--- src/rtl/baud_pkg.sv ---
package baud_pkg;

    // Default field widths shared by the generator and its checker
    localparam int DEF_IDIV_W = 16;
    localparam int DEF_FDIV_W = 6;
    localparam int DEF_LCR_W  = 8;

    // Phase step: returns {carry, new_phase}
    function automatic logic [DEF_FDIV_W:0] phase_step(
        input logic [DEF_FDIV_W-1:0] phase,
        input logic [DEF_FDIV_W-1:0] step
    );
        return {1'b0, phase} + {1'b0, step};
    endfunction

endpackage

--- src/rtl/baud_div_stage.sv ---
module baud_div_stage #(
    parameter int IW = 16,
    parameter int FW = 6,
    parameter int LW = 8
) (
    input  logic          clk,
    input  logic          rst_n,
    input  logic          idiv_wr,
    input  logic [IW-1:0] idiv_wdata,
    input  logic          fdiv_wr,
    input  logic [FW-1:0] fdiv_wdata,
    input  logic          lcr_wr,
    input  logic [LW-1:0] lcr_wdata,
    output logic [IW-1:0] act_idiv,
    output logic [FW-1:0] act_fdiv,
    output logic [LW-1:0] act_lcr
);

    typedef struct packed {
        logic [IW-1:0] stg_idiv;
        logic [FW-1:0] stg_fdiv;
        logic [IW-1:0] run_idiv;
        logic [FW-1:0] run_fdiv;
        logic [LW-1:0] run_lcr;
    } stage_t;

    stage_t stage_d, stage_q;

    always_comb begin
        stage_d = stage_q;
        // Commit samples the staging registers as they stood before this edge
        if (lcr_wr) begin
            stage_d.run_idiv = stage_q.stg_idiv;
            stage_d.run_fdiv = stage_q.stg_fdiv;
            stage_d.run_lcr  = lcr_wdata;
        end
        if (idiv_wr) stage_d.stg_idiv = idiv_wdata;
        if (fdiv_wr) stage_d.stg_fdiv = fdiv_wdata;
    end

    always_ff @(posedge clk or negedge rst_n) begin
        if (!rst_n) stage_q <= '0;
        else        stage_q <= stage_d;
    end

    assign act_idiv = stage_q.run_idiv;
    assign act_fdiv = stage_q.run_fdiv;
    assign act_lcr  = stage_q.run_lcr;

endmodule

--- src/rtl/baud_tick_core.sv ---
module baud_tick_core
    import baud_pkg::*;
#(
    parameter int IW = 16,
    parameter int FW = 6
) (
    input  logic          clk,
    input  logic          rst_n,
    input  logic          restart,
    input  logic [IW-1:0] idiv,
    input  logic [FW-1:0] fdiv,
    output logic          tick
);

    typedef struct packed {
        logic [IW-1:0] cnt;
        logic [FW-1:0] phase;
        logic          stretch;
    } core_t;

    core_t core_d, core_q;

    logic          live;
    logic [IW:0]   last_cnt;
    logic          hit;
    logic [FW:0]   sum;

    always_comb begin
        live     = (idiv != '0);
        // Final count of this period: idiv - 1, plus one when stretched
        last_cnt = {1'b0, idiv} - {{IW{1'b0}}, 1'b1} + {{IW{1'b0}}, core_q.stretch};
        hit      = live && ({1'b0, core_q.cnt} == last_cnt);
        sum      = {1'b0, core_q.phase} + {1'b0, fdiv};

        core_d = core_q;
        if (restart || !live) begin
            core_d = '0;
        end else if (hit) begin
            core_d.cnt     = '0;
            core_d.phase   = sum[FW-1:0];
            core_d.stretch = sum[FW];
        end else begin
            core_d.cnt = core_q.cnt + {{(IW-1){1'b0}}, 1'b1};
        end
    end

    always_ff @(posedge clk or negedge rst_n) begin
        if (!rst_n) core_q <= '0;
        else        core_q <= core_d;
    end

    assign tick = hit;

endmodule

--- src/rtl/baud_frac_gen.sv ---
module baud_frac_gen
    import baud_pkg::*;
#(
    parameter int IDIV_W = DEF_IDIV_W,
    parameter int FDIV_W = DEF_FDIV_W,
    parameter int LCR_W  = DEF_LCR_W
) (
    input  logic              clk,
    input  logic              rst_n,
    input  logic              idiv_wr,
    input  logic [IDIV_W-1:0] idiv_wdata,
    input  logic              fdiv_wr,
    input  logic [FDIV_W-1:0] fdiv_wdata,
    input  logic              lcr_wr,
    input  logic [LCR_W-1:0]  lcr_wdata,
    output logic              tick,
    output logic [LCR_W-1:0]  lcr_q
);

    logic [IDIV_W-1:0] act_idiv;
    logic [FDIV_W-1:0] act_fdiv;

    baud_div_stage #(.IW(IDIV_W), .FW(FDIV_W), .LW(LCR_W)) u_stage (
        .clk        (clk),
        .rst_n      (rst_n),
        .idiv_wr    (idiv_wr),
        .idiv_wdata (idiv_wdata),
        .fdiv_wr    (fdiv_wr),
        .fdiv_wdata (fdiv_wdata),
        .lcr_wr     (lcr_wr),
        .lcr_wdata  (lcr_wdata),
        .act_idiv   (act_idiv),
        .act_fdiv   (act_fdiv),
        .act_lcr    (lcr_q)
    );

    baud_tick_core #(.IW(IDIV_W), .FW(FDIV_W)) u_core (
        .clk     (clk),
        .rst_n   (rst_n),
        .restart (lcr_wr),
        .idiv    (act_idiv),
        .fdiv    (act_fdiv),
        .tick    (tick)
    );

endmodule

--- config.mk ---
export PLATFORM = sky130hd
export DESIGN_NAME = baud_frac_gen
export DESIGN_NICKNAME = d
export VERILOG_FILES = /design/src/rtl/baud_pkg.sv /design/src/rtl/baud_div_stage.sv /design/src/rtl/baud_tick_core.sv /design/src/rtl/baud_frac_gen.sv
export SDC_FILE = /design/constraint.sdc
export NUM_CORES = 1
export LEC_CHECK = 0
export CORE_MARGIN = 8
export CORE_UTILIZATION = 53
export DETAILED_ROUTE_END_ITERATION = 6
export GPL_TIMING_DRIVEN = 1
export PLACE_DENSITY = 0.77
export SLEW_MARGIN = 20
export SYNTH_ARGS = -nofsm -noshare
export SYNTH_HDL_FRONTEND = slang
export SYNTH_SLANG_ARGS = --single-unit
--- constraint.sdc ---
create_clock -name clk -period 3.08 [get_ports clk]
set_input_delay 0.616 -clock clk [delete_from_list [all_inputs] [get_ports clk]]
set_output_delay 0.616 -clock clk [all_outputs]
set_load 0.03 [all_outputs]
After elaboration in Yosys (flattened, before gate mapping)
Index checks and enable logic that the tools add are counted.
{"block": "word_totals", "ff_bits": 75, "inputBits": 35, "output_inout_bits": 9, "wordCells": 21}
{"block": "classes", "add_sub_neg": 4, "eq_ne": 1, "mux": 3, "n_reduce_logical": 5}
{"operator": "2-to-1 mux 23 bit", "count": 1}
{"operator": "adder 17 x 1 -> 17 bit", "count": 1}
{"operator": "equality test 16 x 17 -> 1 bit", "count": 1}
{"operator": "subtractor 16 x 1 -> 17 bit, second input constant", "count": 1}
{"operator": "adder 16 x 1 -> 16 bit, second input constant", "count": 1}
{"operator": "2-to-1 mux 16 bit", "count": 1}
{"operator": "nonzero test 16 bit", "count": 1}
{"operator": "adder 6 x 6 -> 7 bit", "count": 1}
{"operator": "2-to-1 mux 7 bit", "count": 1}
{"operator": "nonzero test 2 bit", "count": 1}
{"operator": "logical AND 1 bit", "count": 1}
{"operator": "zero test 1 bit", "count": 1}
{"operator": "logical OR 1 bit", "count": 1}

Longest topological paths before layout
{"block": "logic_depth", "word_depth": 6, "ltp_mapped": 11, "depth_no_buf": 9}

Cells and area by module
A second synthesis with hierarchy kept.
{"block": "unflattened", "cells_unflattened": 362, "hier_area_um2": 4186.5}
{"module": "baud_div_stage", "instances": 1, "cells_per_inst": 140, "area_per_inst_um2": 2219.6, "seq_area_each_um2": 1301.2}
{"module": "baud_tick_core", "instances": 1, "cells_per_inst": 222, "area_per_inst_um2": 1966.9, "seq_area_each_um2": 575.6}

Least setup slack after synthesis
OpenSTA, ideal clock, no wires.
{"block": "synth_timing", "kind": "register to output", "from": "register u_stage.stage_q, in the netlist u_stage.act_idiv[0]", "to": "output port tick", "t_arrival_ns": 3.450, "required_ns": 2.464, "setup_slack_ns": -0.986, "path_stages_with_launch": 8, "n_path_buf": 1, "path_cell_list": "dfrtp_1 -> inv_1 -> ha_1 -> ha_1 -> clkbuf_1 -> nand4_1 -> or4_1 -> a2111oi_0"}
{"block": "synth_between", "elab_chain_cells": 4, "elab_cells_between_ends": 5, "classes_between": "2 x add/sub; 1 x eq/ne; 2 x reduce/logical"}
{"element": "from (decl)", "line_no": "baud_div_stage.sv:27", "text": "stage_t stage_d, stage_q;"}
{"element": "from (signal assigned)", "line_no": "baud_div_stage.sv:43", "text": "else stage_q <= stage_d;"}
{"element": "subtractor 16 x 1 -> 17 bit", "line_no": "baud_tick_core.sv:31", "text": "last_cnt = {1'b0, idiv} - {{IW{1'b0}}, 1'b1} + {{IW{1'b0}}, core_q.stretch};"}
{"element": "adder 17 x 1 -> 17 bit", "line_no": "baud_tick_core.sv:31"}
{"element": "equality test 16 x 17 -> 1 bit", "line_no": "baud_tick_core.sv:32", "text": "hit = live && ({1'b0, core_q.cnt} == last_cnt);"}
{"element": "logical AND 1 bit (*)", "line_no": "baud_tick_core.sv:32"}
{"element": "to (decl)", "line_no": "baud_frac_gen.sv:16", "text": "output logic tick,"}
Every way passes the cells marked *; elsewhere a longest branch is shown, timed or not.

Final worst setup path
{"block": "layout_timing", "from": "register u_stage.stage_q, in the netlist u_stage.act_idiv[3]", "to": "output port tick"}
Same word-level chain as after synthesis.

==> impl_metrics.csv <==
group,metric,value,unit
final_layout,multiInputGateArea,2030,um2
final_layout,layout.nets,442,
synthesis,synth_top_family_by_area,"multiplexers",
synthesis,yosysWarningCount,0,
sta,maxSlewViolCount,0,
synthesis,async_reset_ff_frac,1.00,
clocking,clock_latency,350,ps
synthesis,synth-adder-area-share,0.0334,
clocking,clock_path_buffers,2,
placed_design,placed_area,4510,um2
critical_path,cp-end-kind,"output pin",
critical_path,cp_top_family,"simple AND/OR/NAND/NOR gates",
clocking,cts.sinks,75,
final_layout,drive_above_1_share,0.289,
sta,finalSetupViolCount,1,
die,ioPinCount,44,
status,status,"finished, violations left",
critical_path,crit_chain,"or4_4 -> or4_4 -> xnor2_4 -> nand4_4 -> a2111oi_4 -> buf_4",
synthesis,synth_compound_area_frac,0.0732,
critical_path,rrSetupSlack,210,ps
synthesis,ys_ff_latch,75,
synthesis,yosysTopAreaCellShare,0.473,
sta,finalSetupTns,-133,ps
critical_path,r2r_end,"u_core.core_q[11]",
die,start_util,0.547,
die,core,7250,um2
critical_path,path_class,"register to output pin",
sta,rsz0062_at_grt,"true",
die,rows,31,
final_layout,register_area,1880,um2
drt,postRouteAntennaNets,0,
drt,drc_errors,0,
sta,relSlewSlack,0.391,
synthesis,synth-simple-area-share,0.131,
clocking,clk_pin_slew,80,ps
final_layout,fill_cells,578,
global_routing,grt_first_pass_wirelength,13800,um
critical_path,reg2reg_depth,9,
synthesis,postSynthCellCount,344,
final_layout,syn2layout_area_growth,22.5,%
synthesis,ys.flop_type,"dfrtp_1",
global_routing,grt-ovfl-total,0,
status,violations,"setup timing",
placed_design,gp_congestion,0.898,
die,die_h,103,um
drt,vias_per_cell,5.48,
clocking,cts-root-buf,"clkbuf_8",
global_routing,antenna_found_initial,0,
critical_path,max_stage_delay,580,ps
critical_path,cp_slowest_cell,"or4_4",
critical_path,crit_fanout,6,
critical_path,cp_data_arrival_time,2600,ps
sta,fin_skew,8.56,ps
final_layout,final_cell_mix,"75 x dfrtp_1, 51 x mux2_2, 41 x clkdlybuf4s50_1",
synthesis,syn_area_per_cell,11.5,um2
placed_design,numPortBuffers,43,
job,maxCapViolations,0,
clocking,cts_inserted_buffers,9,
clocking,holdBufCountCts,0,
global_routing,grt_max_degree,76,
synthesis,yosysSeqAreaShare,0.473,
drt,wl_per_cell,15.9,um
pwr,peakVddDrop,368,uV
min_path,hold_class,"primary input to async pin",
clocking,h-tree-depth,3,
synthesis,synth_xor_area_frac,0.0836,
sta,tightest_slew,913,ps
drt,drt-initial-drc-count,91,
sta,finalCriticalPeriod,3210,ps
pwr,p_per_area,493,nW/um2
global_routing,grt.total_usage,0.169,
final_layout,num_antenna_cells,0,
critical_path,path_buf_inv,1,
critical_path,reg2reg_from,"u_stage.act_idiv[3]",
drt,route.vias.total,2746,
placed_design,dp_hpwl,5730,um
synthesis,synth_area,3970,um2
sta,hold_viol_final,0,
critical_path,critPathRequiredTime,2460,ps
sta,fmax,311,MHz
clocking,cts_tree,"built",
drt,dr.pass1.iters,4,
synthesis,synthMuxAreaShare,0.168,
synthesis,synth.largest_area_cell,"dfrtp_1",
sta,post-route-period-util,1.04,
final_layout,layout_commonest_cell,"dfrtp_1",
drt,wl,7990,um
die,die_x,103,um
critical_path,critPathMostFrequentCell,"or4_4",
synthesis,ys_types,55,
synthesis,syn_nets,389,
synthesis,synth_edf_count,0,
critical_path,cp-start-kind,"register",
final_layout,fin_area,4860,um2
sta,fin_ws,-133,ps
placed_design,pre_cts_ws,28.8,ps
global_routing,grt_pass1_vias,2975,
die,die-area,10500,um2
pwr,p_leak,2.07,nW
synthesis,synthTopCellsByArea,"dfrtp_1 47%, mux2_2 14%, xor2_1 4.6%",
==> state kept, by name, indices dropped and copies added (netlist names) <==
name and flops:
u_stage.act_lcr 8, u_stage.stage_q 22, u_stage.act_fdiv 6, u_stage.act_idiv 16
u_core.core_q 23
==> final cells by class <==
type                    instances  area share
clock buffers                  10      0.0283
well taps                      99      0.0255
clock inverters                 6      0.0134
inverters                       5     0.00386
flip-flops and latches         75       0.386
repair buffers                 67       0.125
multi-input cells             239       0.418
==> synthesized netlist by cell type (2+ instances only) <==
library cell	count
nand2b_1	6
a21oi_1	2
or4_1	3
ha_1	9
o21ai_0	7
o21a_1	3
nor3_1	19
inv_1	5
a21o_1	6
a2111oi_0	3
mux2i_1	9
nand4_1	4
nor2b_1	4
and3_1	4
nand3_1	11
mux2_2	51
nor4_1	3
nand2_1	22
nor2_1	9
buf_4	8
xor2_1	21
xnor2_1	15
clkbuf_1	14
dfrtp_1	75
==> routing by layer <==
layer / share of wire / wire (um) / track usage / vias to the layer above
met1: 0.44 / 3490 / 0.199 / 1335
met3: 0.053 / 420 / 0.0466 / 24
met4: 0.036 / 284 / 0.0914 / 0
li1: - / - / - / 1325
met2: 0.47 / 3790 / 0.275 / 62
met5: 0 / 0 / 0 / -
==> worst max-delay path by stage <==
stage | from | to | slack [ps] | cells after the start
global route | u_stage.act_idiv[3] | tick | -250 | 6
floorplan | u_stage.act_idiv[0] | tick | 50 | 7
global placement | u_stage.act_idiv[2] | tick | 70 | 6
finish | u_stage.act_idiv[3] | tick | -130 | 6
detailed placement | u_stage.act_idiv[2] | tick | 30 | 6
CTS | u_core.core_q[0] | tick | -140 | 8
==> stage by stage <==
| step | utilization | std cells | hold WS (ps) | total power, mW |
|---|---|---|---|---|
| after floorplan | - | 344 | 320 | 1.45 |
| after global placement | 0.622 | 476 | 476 | 1.59 |
| after detailed placement | 0.622 | 476 | 487 | 1.60 |
| after CTS | 0.661 | 498 | 431 | 2.39 |
| after global routing | 0.670 | 501 | 482 | 2.51 |
| final | 0.670 | 501 | 389 | 2.40 |
==> where the power goes <==
group / switching, mW / total, mW / internal [mW]
Sequential: 0.0718 / 1.14 / 1.07
Combinational: 0.226 / 0.488 / 0.261
Clock: 0.373 / 0.769 / 0.396
Total: 0.671 / 2.40 / 1.73
==> cell families after synthesis <==
group           Yosys count
mux                      60
simple gates             96
flops                    75
xor+xnor                 37
compound gates           36
fa+ha+maj                10
buf+inv                  30
==> repair_timing <==
action | 4_1_cts | 5_1_grt
pin swaps | 5 | 4
endpoints found under the setup margin | 1 | 1
buffers inserted | 6 | 3
resized for setup | 10 | 6
Power figures use the tool's default switching activity.
